### src/rtl/rstseq_pkg.sv
// Package: shared types of the reset sequencer.
// Assumes: nothing beyond IEEE 1800-2017.
package rstseq_pkg;

    // Encoded source of the most recent reset; zero is never produced.
    typedef enum logic [1:0] {
        CAUSE_NONE  = 2'b00,
        CAUSE_POR   = 2'b01,
        CAUSE_BROWN = 2'b10,
        CAUSE_WDOG  = 2'b11
    } rst_cause_e;

endpackage

### src/rtl/rstseq_src.sv
// Module: rstseq_src
// Merges the reset sources into one hold request. Owns the brown-out
// enable bit and the sticky cause register.
// Assumes: bo_flag and wdt_pulse are synchronous to clk; por_n is held
// low for at least one clock edge whenever power-on is requested.
module rstseq_src
    import rstseq_pkg::*;
(
    input  logic       clk,
    input  logic       por_n,
    input  logic       bo_flag,
    input  logic       bo_en_we,
    input  logic       bo_en_wdata,
    input  logic       wdt_pulse,
    output logic       bo_en,
    output logic       hold,
    output rst_cause_e cause
);

    logic bo_en_q;
    logic bo_live;

    // Brown-out counts only while enabled.
    assign bo_live = bo_en_q & bo_flag;

    // Any active source requests reset.
    assign hold  = ~por_n | bo_live | wdt_pulse;
    assign bo_en = bo_en_q;

    // Enable bit: cleared only by power-on, loaded by the write strobe.
    always_ff @(posedge clk) begin
        if (!por_n) begin
            bo_en_q <= 1'b0;
        end else if (bo_en_we) begin
            bo_en_q <= bo_en_wdata;
        end
    end

    // Sticky cause, priority power-on > brown-out > watchdog.
    always_ff @(posedge clk) begin
        if (!por_n) begin
            cause <= CAUSE_POR;
        end else if (bo_live) begin
            cause <= CAUSE_BROWN;
        end else if (wdt_pulse) begin
            cause <= CAUSE_WDOG;
        end
    end

endmodule

### src/rtl/rstseq_dly.sv
// Module: rstseq_dly
// Start-up delay counter. Counts cycles with no reset request and
// saturates at START_CYCLES; any request restarts it from zero.
// Assumes: START_CYCLES >= 1.
module rstseq_dly #(
    parameter int unsigned START_CYCLES = 16
) (
    input  logic clk,
    input  logic por_n,
    input  logic hold,
    output logic done
);

    localparam int unsigned CW = $clog2(START_CYCLES + 1);
    localparam logic [CW-1:0] LAST = CW'(START_CYCLES);

    logic [CW-1:0] cnt;

    // Flags that the full quiet interval has elapsed.
    assign done = (cnt == LAST);

    // Quiet-cycle counter, restarted by any request.
    always_ff @(posedge clk) begin
        if (!por_n || hold) begin
            cnt <= '0;
        end else if (!done) begin
            cnt <= cnt + 1'b1;
        end
    end

endmodule

### src/rtl/rstseq_rel.sv
// Module: rstseq_rel
// Release chain. Asserts the reset asynchronously on power-on and on the
// next edge for a synchronous request. Releases through SYNC_STAGES
// flops after the delay completes. The I/O reset trails by one cycle.
// Assumes: SYNC_STAGES >= 2.
module rstseq_rel #(
    parameter int unsigned SYNC_STAGES = 2
) (
    input  logic clk,
    input  logic por_n,
    input  logic hold,
    input  logic done,
    output logic sys_rst,
    output logic io_reset
);

    logic [SYNC_STAGES-1:0] stg;
    logic                   io_q;

    // Release shift chain: set by power-on or a request, else shifts.
    always_ff @(posedge clk or negedge por_n) begin
        if (!por_n) begin
            stg <= '1;
        end else if (hold) begin
            stg <= '1;
        end else begin
            stg <= {stg[SYNC_STAGES-2:0], ~done};
        end
    end

    assign sys_rst = stg[SYNC_STAGES-1];

    // One-cycle trailing copy that keeps the I/O in reset longer.
    always_ff @(posedge clk or negedge por_n) begin
        if (!por_n) begin
            io_q <= 1'b1;
        end else begin
            io_q <= sys_rst;
        end
    end

    assign io_reset = sys_rst | io_q;

endmodule

### src/rtl/rstseq_top.sv
// Module: rstseq_top
// Multi-source reset sequencer top: source merge, start-up delay and
// release chain.
// Assumes: clk keeps running while any reset is requested.
module rstseq_top #(
    parameter int unsigned START_CYCLES = 16,
    parameter int unsigned SYNC_STAGES  = 2
) (
    input  logic       clk,
    input  logic       por_n,
    input  logic       bo_flag,
    input  logic       bo_en_we,
    input  logic       bo_en_wdata,
    input  logic       wdt_pulse,
    output logic       sys_rst,
    output logic       io_reset,
    output logic [1:0] rst_cause,
    output logic       bo_en
);

    import rstseq_pkg::*;

    logic       hold;
    logic       done;
    rst_cause_e cause;

    assign rst_cause = cause;

    rstseq_src u_src (
        .clk         (clk),
        .por_n       (por_n),
        .bo_flag     (bo_flag),
        .bo_en_we    (bo_en_we),
        .bo_en_wdata (bo_en_wdata),
        .wdt_pulse   (wdt_pulse),
        .bo_en       (bo_en),
        .hold        (hold),
        .cause       (cause)
    );

    rstseq_dly #(.START_CYCLES(START_CYCLES)) u_dly (
        .clk   (clk),
        .por_n (por_n),
        .hold  (hold),
        .done  (done)
    );

    rstseq_rel #(.SYNC_STAGES(SYNC_STAGES)) u_rel (
        .clk      (clk),
        .por_n    (por_n),
        .hold     (hold),
        .done     (done),
        .sys_rst  (sys_rst),
        .io_reset (io_reset)
    );

endmodule

### config.mk
export PLATFORM = sky130hd
export DESIGN_NAME = rstseq_top
export DESIGN_NICKNAME = d
export VERILOG_FILES = /design/src/rtl/rstseq_pkg.sv /design/src/rtl/rstseq_src.sv /design/src/rtl/rstseq_dly.sv /design/src/rtl/rstseq_rel.sv /design/src/rtl/rstseq_top.sv
export SDC_FILE = /design/constraint.sdc
export NUM_CORES = 1
export LEC_CHECK = 0
export BUFFER_PORTS_ARGS = -buffer_cell sky130_fd_sc_hd__clkbuf_2
export CORE_AREA = 3 3 40 42
export DETAILED_ROUTE_END_ITERATION = 7
export DIE_AREA = 0 0 43 45
export HOLD_SLACK_MARGIN = 0.1
export PLACE_DENSITY = 0.51
export SLEW_MARGIN = 20
export SYNTH_ARGS = -nofsm -noshare
export SYNTH_HDL_FRONTEND = slang
export SYNTH_SLANG_ARGS = --single-unit
### constraint.sdc
create_clock -name clk -period 1.3 [get_ports clk]
set_input_delay 0.13 -clock clk [delete_from_list [all_inputs] [get_ports clk]]
set_output_delay 0.13 -clock clk [all_outputs]
set_load 0.05 [all_outputs]
==> results of run 1 <==
[state kept, by name, summed over array words and instances, names as in the netlist]
| signal | count |
|---|---|
| u_dly.cnt | 5 |
| u_rel.stg | 2 |
| u_src.cause | 2 |
| u_rel.io_q | 1 |
| u_src.bo_en | 1 |
[layout by cell type, fill, tap and decap left out, drive strengths merged]
master	instances
clkbuf	13
dfxtp	8
nor2	4
inv	3
nand3	3
nand2	3
dfstp	3
mux2i	2
xnor2	2
xor2	2
ha	2
buf	2
or2	2
a21oi	1
and4bb	1
a21boi	1
nor2b	1
o21ai	1
nor3	1
dlygate4sd3	1
[cell type report]
cell class	instances	area (µm²)	share of cell area (%)
Clock buffer	4	26.28	4.828
Tap cell	15	18.77	3.448
Timing Repair Buffer	12	70.07	12.87
Inverter	3	11.26	2.069
Multi-Input combinational cell	26	178.9	32.87
Sequential cell	11	239.0	43.91
[layer usage]
metal  part of all wire (%)  vias up  GRT usage [%]  wire (µm)
met5                      0        -              0          0
met2                     39       14          11.38        264
met3                     14        4          7.171         93
li1                       -      162              -          -
met4                    3.1        0          7.229         21
met1                     44      124          10.34        304
[worst reg2reg max path: cells and delay by family (launching register included)]
family | cells | cell delay [ps]
muxes | 1 | 180
and+or+nand+nor | 2 | 320
DFF | 1 | 320
buffers and inverters | 1 | 90
adders and majority gates | 1 | 150
[power by group]
group | switching (mW) | leakage (nW) | internal (mW) | total [mW]
registers | 0.00553 | 0.0969 | 0.347 | 0.353
logic | 0.0388 | 0.113 | 0.0231 | 0.0619
clock network | 0.107 | 0.0150 | 0.119 | 0.225
total | 0.151 | 0.225 | 0.489 | 0.640
[per-stage QoR]
step                      utilization [%]  cells  worst slack, ps
after floorplan                         -     40            135.2
after global placement              39.34     66            137.0
after detailed placement            39.34     66            129.5
after CTS                           42.36     71            37.23
after global routing                42.36     71            24.38
final                               42.36     71            82.90
[path summary, 6_finish.rpt]
kind / slack, ps / depth (start not counted) / to / start
min in group asynchronous: 430 / 2 / u_rel.stg[0]$_DFF_PN1_ / por_n
min: 120 / 3 / u_src.cause[0]$_SDFFE_PN1P_ / wdt_pulse
max reg2reg: 120 / 5 / u_dly.cnt[1]$_SDFFE_PP0P_ / u_dly.cnt[0]$_SDFFE_PP0P_
max in group asynchronous: 850 / 2 / u_rel.io_q$_DFF_PN1_ / por_n
min reg2reg: 370 / 0 / u_rel.io_q$_DFF_PN1_ / u_rel.stg[1]$_DFF_PN1_
max: 80 / 2 / io_reset / u_rel.stg[1]$_DFF_PN1_
[cell families (layout without fill, tap and decap cells)]
| kind of cell | Yosys count | count (layout) | synth area share, % |
|---|---|---|---|
| buffers and inverters | 3 | 19 | 2.624 |
| adders and majority gates | 2 | 2 | 5.830 |
| muxes | 2 | 2 | 4.665 |
| xor gates and xnor gates | 4 | 4 | 8.165 |
| DFF | 11 | 11 | 55.69 |
| AOI/OAI and AO/OA | 3 | 3 | 4.080 |
| and+or+nand+nor | 15 | 15 | 18.95 |
[what timing repair did]
action                                 4_1_cts  5_1_grt
setup endpoints to repair                    1        1
gates resized for setup                      1        1
hold buffers                                 1        0
endpoints found under the hold margin        3        0
==> impl_metrics.py, run 1 <==
metrics = {
    "cts": {
        "clk_latency_ps": 260,
        "cts.sinks": 11,
        "clk_pin_slew_ps": 60,
        "cts_made_buffers": 3,
        "root_buffer": "clkbuf_4",
        "cts_tree": "yes",
        "clk_path_buf_depth": 2,
        "cts_setup_buffers": 0,
        "h-tree-depth": 1,
    },
    "setup_path": {
        "critPathKind": "flip-flop to output port",
        "critPathBufInv": 1,
        "endpoint_kind": "output port",
        "max_stage_delay_ps": 370,
        "start_kind": "flip-flop",
        "cp_top_family": "flip-flops",
        "crit_slowest_cell": "dfstp_2",
        "worstPathMaxFanout": 3,
        "worstPathCellList": "or2_2 > buf_4",
        "cp.required_ps": 1170,
        "crit_arrival_ps": 1090,
    },
    "die": {
        "dieHeight_um": 45,
        "ioPinCount": 11,
        "coreArea_um2": 1285,
        "start_util_pct": 33.40,
        "row_count": 13,
        "dieArea_um2": 1935,
        "die-width_um": 43,
    },
    "timing": {
        "layout_min_cycle_time_ps": 1217,
        "hold_ws_ps": 119.5,
        "finClkSkew_ps": 0.7064,
        "fin_setup_tns_ps": 0,
        "setup_violations": 0,
        "tightestPinTransition_ps": 278.3,
        "max_freq_ghz": 0.8216,
        "slew_headroom_pct": 81.52,
        "post-route-period-util_pct": 93.62,
        "rsz0062_at_grt": "no",
        "maxSlewViolCount": 0,
        "hold_violations": 0,
    },
    "outcome": {
        "status": "finished clean",
    },
    "synth": {
        "synth.most_common_cell": "dfxtp_1",
        "ys_top_cells_by_count": "8 x dfxtp_1, 4 x nor2_1",
        "seq_area_frac_synth_pct": 55.69,
        "avgSynthCellArea_um2": 10.73,
        "async_flop_share_pct": 27.27,
        "synth_edf_count": 0,
        "netlist_area_um2": 429.2,
        "synthDistinctLibCells": 18,
        "synth_seq_cells": 11,
        "synth_top_area_share_pct": 37.32,
        "synth_area_leaders": "dfxtp_1 37%, dfstp_2 18%, ha_1 5.8%, mux2i_1 4.7%, xnor2_1 4.1%",
        "syn_nets": 48,
        "ys_warn_count": 0,
        "synth_top_cell_by_area": "dfxtp_1",
        "synthCells": 40,
        "synth_ff_type": "dfxtp_1",
    },
    "global_route": {
        "grt_antenna_before_repair": 0,
        "grt_pass1_vias": 270,
        "gr-total-overflow": 0,
        "track_usage_pct": 9.228,
        "grt_first_pass_wirelength_mm": 1.179,
        "grt_start_max_net_pins": 9,
    },
    "min_path": {
        "min_path_type": "input pin to flip-flop",
    },
    "cells_and_area": {
        "n_fill_cell": 143,
        "drive_above_1_share_pct": 33.93,
        "area_growth_syn_to_layout_pct": 26.82,
        "finalInstanceArea_um2": 544.3,
        "layout.nets": 65,
        "diodes": 0,
    },
    "routing": {
        "first_iter_violations": 3,
        "via_per_inst": 4.282,
        "post_drt_wl_per_cell_um": 9.634,
        "drcViolationCount": 0,
        "via_count": 304,
        "wl_um": 684,
        "ant_nets": 0,
        "drt-pass1-iter-count": 2,
    },
    "power": {
        "total_power_mw": 0.6402,
        "powerDensity_nw_per_um2": 1176,
        "cellLeakagePower_nw": 0.2252,
        "ir_drop_v": 0.0006444,
    },
    "placed_design": {
        "gp_congestion": 0.6704,
        "port_buffers": 10,
        "post_dp_cell_area_um2": 505.5,
        "dpl.hpwl_um": 506.3,
    },
    "run": {
        "drv_cap": 0,
    },
}
Power figures use the tool's default switching activity.
==> run 2: changes to the inputs <==
--- a/config.mk
+++ b/config.mk
@@ -10,8 +10,9 @@
 export DETAILED_ROUTE_END_ITERATION = 7
 export DIE_AREA = 0 0 43 45
 export HOLD_SLACK_MARGIN = 0.1
-export PLACE_DENSITY = 0.51
+export PLACE_DENSITY = 0.52
 export SLEW_MARGIN = 20
 export SYNTH_ARGS = -nofsm -noshare
 export SYNTH_HDL_FRONTEND = slang
+export SYNTH_HIERARCHICAL = 1
 export SYNTH_SLANG_ARGS = --single-unit
==> impl_metrics.py, run 2 <==
metrics = {
    "outcome": {
        "status": "finished clean",
    },
    "setup_path": {
        "critPathBufInv": 1,
        "r2r_end": "u_dly/cnt[3]$_SDFFE_PP0P_",
        "start_kind": "flip-flop",
        "max_stage_delay_ps": 540,
        "cp.required_ps": 1170,
        "reg2reg_slack_ps": 80,
        "crit_arrival_ps": 1110,
        "worstPathMaxFanout": 3,
        "critPathKind": "flip-flop to output port",
        "r2r-start": "u_dly/cnt[1]$_SDFFE_PP0P_",
        "worstPathCellList": "or2_1 > clkbuf_4",
        "r2r_cells": 5,
        "cp_top_family": "flip-flops",
        "crit_slowest_cell": "dfstp_2",
        "endpoint_kind": "output port",
    },
    "synth": {
        "syn_nets": 49,
        "synth-simple-area-share_pct": 21.81,
        "synth_seq_cells": 11,
        "synth_edf_count": 0,
        "synth_area_leaders": "dfxtp_1 36%, dfstp_2 18%, ha_1 5.7%, nor2_1 5.1%, mux2i_1 4.5%",
        "yosys.area_share.xor_xnor_pct": 7.932,
        "synth-compound-area-share_pct": 4.249,
        "synth_ff_type": "dfxtp_1",
        "synth_top_cell_by_area": "dfxtp_1",
        "synthCells": 41,
        "avgSynthCellArea_um2": 10.77,
        "async_flop_share_pct": 27.27,
        "synthDistinctLibCells": 18,
        "ys_top_cells_by_count": "8 x dfxtp_1, 6 x nor2_1, 3 x dfstp_2, 3 x or2_1",
        "netlist_area_um2": 441.7,
        "seq_area_frac_synth_pct": 54.11,
        "synthMuxAreaShare_pct": 4.533,
        "synth.most_common_cell": "dfxtp_1",
        "ys_warn_count": 6,
        "synth_top_area_share_pct": 36.26,
        "synth_fa_ha_area_share_pct": 5.666,
        "synth_top_family_by_area": "simple AND/OR/NAND/NOR gates",
    },
    "cts": {
        "cts_setup_buffers": 0,
        "root_buffer": "clkbuf_4",
        "cts.sinks": 11,
        "cts_tree": "yes",
        "cts_made_buffers": 3,
        "h-tree-depth": 1,
        "clk_path_buf_depth": 2,
        "clk_pin_slew_ps": 70,
        "clk_latency_ps": 260,
    },
    "die": {
        "dieHeight_um": 45,
        "ioPinCount": 11,
        "dieArea_um2": 1935,
        "row_count": 13,
        "coreArea_um2": 1285,
        "die-width_um": 43,
        "start_util_pct": 34.37,
    },
    "cells_and_area": {
        "regMostFlops": "u_dly/cnt",
        "layout_commonest_cell": "clkbuf_2",
        "area_growth_syn_to_layout_pct": 26.91,
        "drive_above_1_share_pct": 33.33,
        "diodes": 0,
        "layout.nets": 66,
        "largest_register_ffs": 5,
        "largestRegisters": "u_dly/cnt: 5 flops, u_rel/stg: 2 flops, u_src/cause: 2 flops",
        "most-common-layout-cells": "8 x clkbuf_2, 7 x dfxtp_1, 6 x nor2_1",
        "final_util_pct": 43.62,
    },
    "timing": {
        "post-route-period-util_pct": 95.21,
        "hold_violations": 0,
        "max_freq_ghz": 0.8079,
        "rsz0062_at_grt": "no",
        "tightestPinTransition_ps": 281.7,
        "slew_headroom_pct": 81.30,
        "setup_violations": 0,
        "layout_min_cycle_time_ps": 1238,
        "finClkSkew_ps": 1.854,
        "maxSlewViolCount": 0,
        "setup_ws_ps": 62.25,
        "fin_setup_tns_ps": 0,
    },
    "routing": {
        "ant_nets": 0,
        "wl_um": 689,
        "post_drt_wl_per_cell_um": 9.569,
        "drcViolationCount": 0,
        "via_per_inst": 4.417,
        "first_iter_violations": 1,
        "via_count": 318,
        "drt-pass1-iter-count": 2,
    },
    "min_path": {
        "min_path_type": "input pin to flip-flop",
        "min_to": "u_src/cause[1]$_SDFFE_PN0P_",
        "hp-start": "wdt_pulse",
        "min_path_cells": 2,
    },
    "global_route": {
        "gr-total-overflow": 0,
        "grt_pass1_vias": 297,
        "grt_antenna_before_repair": 0,
        "grt_first_pass_wirelength_mm": 1.159,
        "grt_start_max_net_pins": 9,
        "track_usage_pct": 8.375,
    },
    "placed_design": {
        "dp_slack_ps": 61.24,
        "dpl.hpwl_um": 563.4,
        "port_buffers": 10,
        "gp_congestion": 0.6308,
    },
    "power": {
        "ir_drop_v": 0.0004224,
        "powerDensity_nw_per_um2": 1125,
        "cellLeakagePower_nw": 0.2245,
    },
    "run": {
        "drv_cap": 0,
    },
}
-- run 2: changes by cell type after synthesis, sizes merged --
cell,before,now
nor3,1,0
nand2,3,1
nand3,3,2
a21boi,1,0
or2,2,3
inv,3,2
o31a,0,1
and2,0,1
nand2b,0,2
nor2,4,6
-- run 2: how the worst max path moves through the flow --
| stage | slack, ps | cells past startpoint | from | endpoint |
|---|---|---|---|---|
| 4_1_cts | 40 | 2 | u_rel/stg[1]$_DFF_PN1_ | io_reset |
| 2_1_floorplan | 40 | 5 | u_src/bo_en$_SDFFE_PN0P_ | u_dly/cnt[2]$_SDFFE_PP0P_ |
| 3_5_place_dp | 60 | 5 | u_dly/cnt[0]$_SDFFE_PP0P_ | u_dly/cnt[3]$_SDFFE_PP0P_ |
| 3_3_place_gp | 80 | 5 | u_dly/cnt[0]$_SDFFE_PP0P_ | u_dly/cnt[3]$_SDFFE_PP0P_ |
| 6_report | 60 | 2 | u_rel/stg[1]$_DFF_PN1_ | io_reset |
| 5_1_grt | 4 | 2 | u_rel/stg[1]$_DFF_PN1_ | io_reset |
-- run 2: metrics by stage --
step                hold WS (ps)  cells  power, mW  area [µm²]
CTS                        117.7     72     0.6472       556.8
detailed placement         173.5     67     0.4139       518.0
finish                     127.5     72     0.6305       560.5
floorplan                 -17.84     41     0.3915       441.7
global placement           168.4     67     0.4131       518.0
global route               131.6     72     0.6706       560.5
-- run 2: cells by family after synthesis --
kind of cell	count (synthesis)
buffers and inverters	2
XOR/XNOR	4
AND/OR/NAND/NOR	17
AO/OA/AOI/OAI	3
multiplexers	2
adder cells (fa/ha/maj)	2
flip-flops	11
-- run 2: cell type report --
| class | count | area (µm²) |
|---|---|---|
| clock buffer | 4 | 26.28 |
| fill | 132 | 724.4 |
| inverter | 2 | 7.507 |
| multi-input combinational | 28 | 195.2 |
| sequential | 11 | 240.2 |
| tap | 15 | 18.77 |
| timing repair buffer | 12 | 72.57 |
-- run 2: per-layer routing --
layer  share of wire [%]  GRT usage [%]  routed length (µm)
met1                  47          10.29                 326
met2                  42          11.68                 286
met3                  10          2.789                  72
met4                0.58          7.229                   4
met5                   0              0                   0
-- run 2: what timing repair did --
action                                  4_1_cts  5_1_grt
endpoints found under the hold margin         3        0
resized for setup                             1        3
hold buffers                                  1        0
endpoints found under the setup margin        1        2
pin swaps                                     0        0
-- run 2: power by group --
| group | switching [mW] | leakage (nW) | internal (mW) | total, mW |
|---|---|---|---|---|
| combinational | 0.0360 | 0.112 | 0.0232 | 0.0592 |
| sequential | 0.00428 | 0.0972 | 0.346 | 0.350 |
| clock | 0.103 | 0.0150 | 0.118 | 0.221 |
-- run 2: worst register-to-register path, cell delays in order, from the launching register on --
cell      delay (ps)
dfxtp_1          370
inv_1             60
ha_1             180
and4bb_4         210
or2_1            240
nor2_1           100
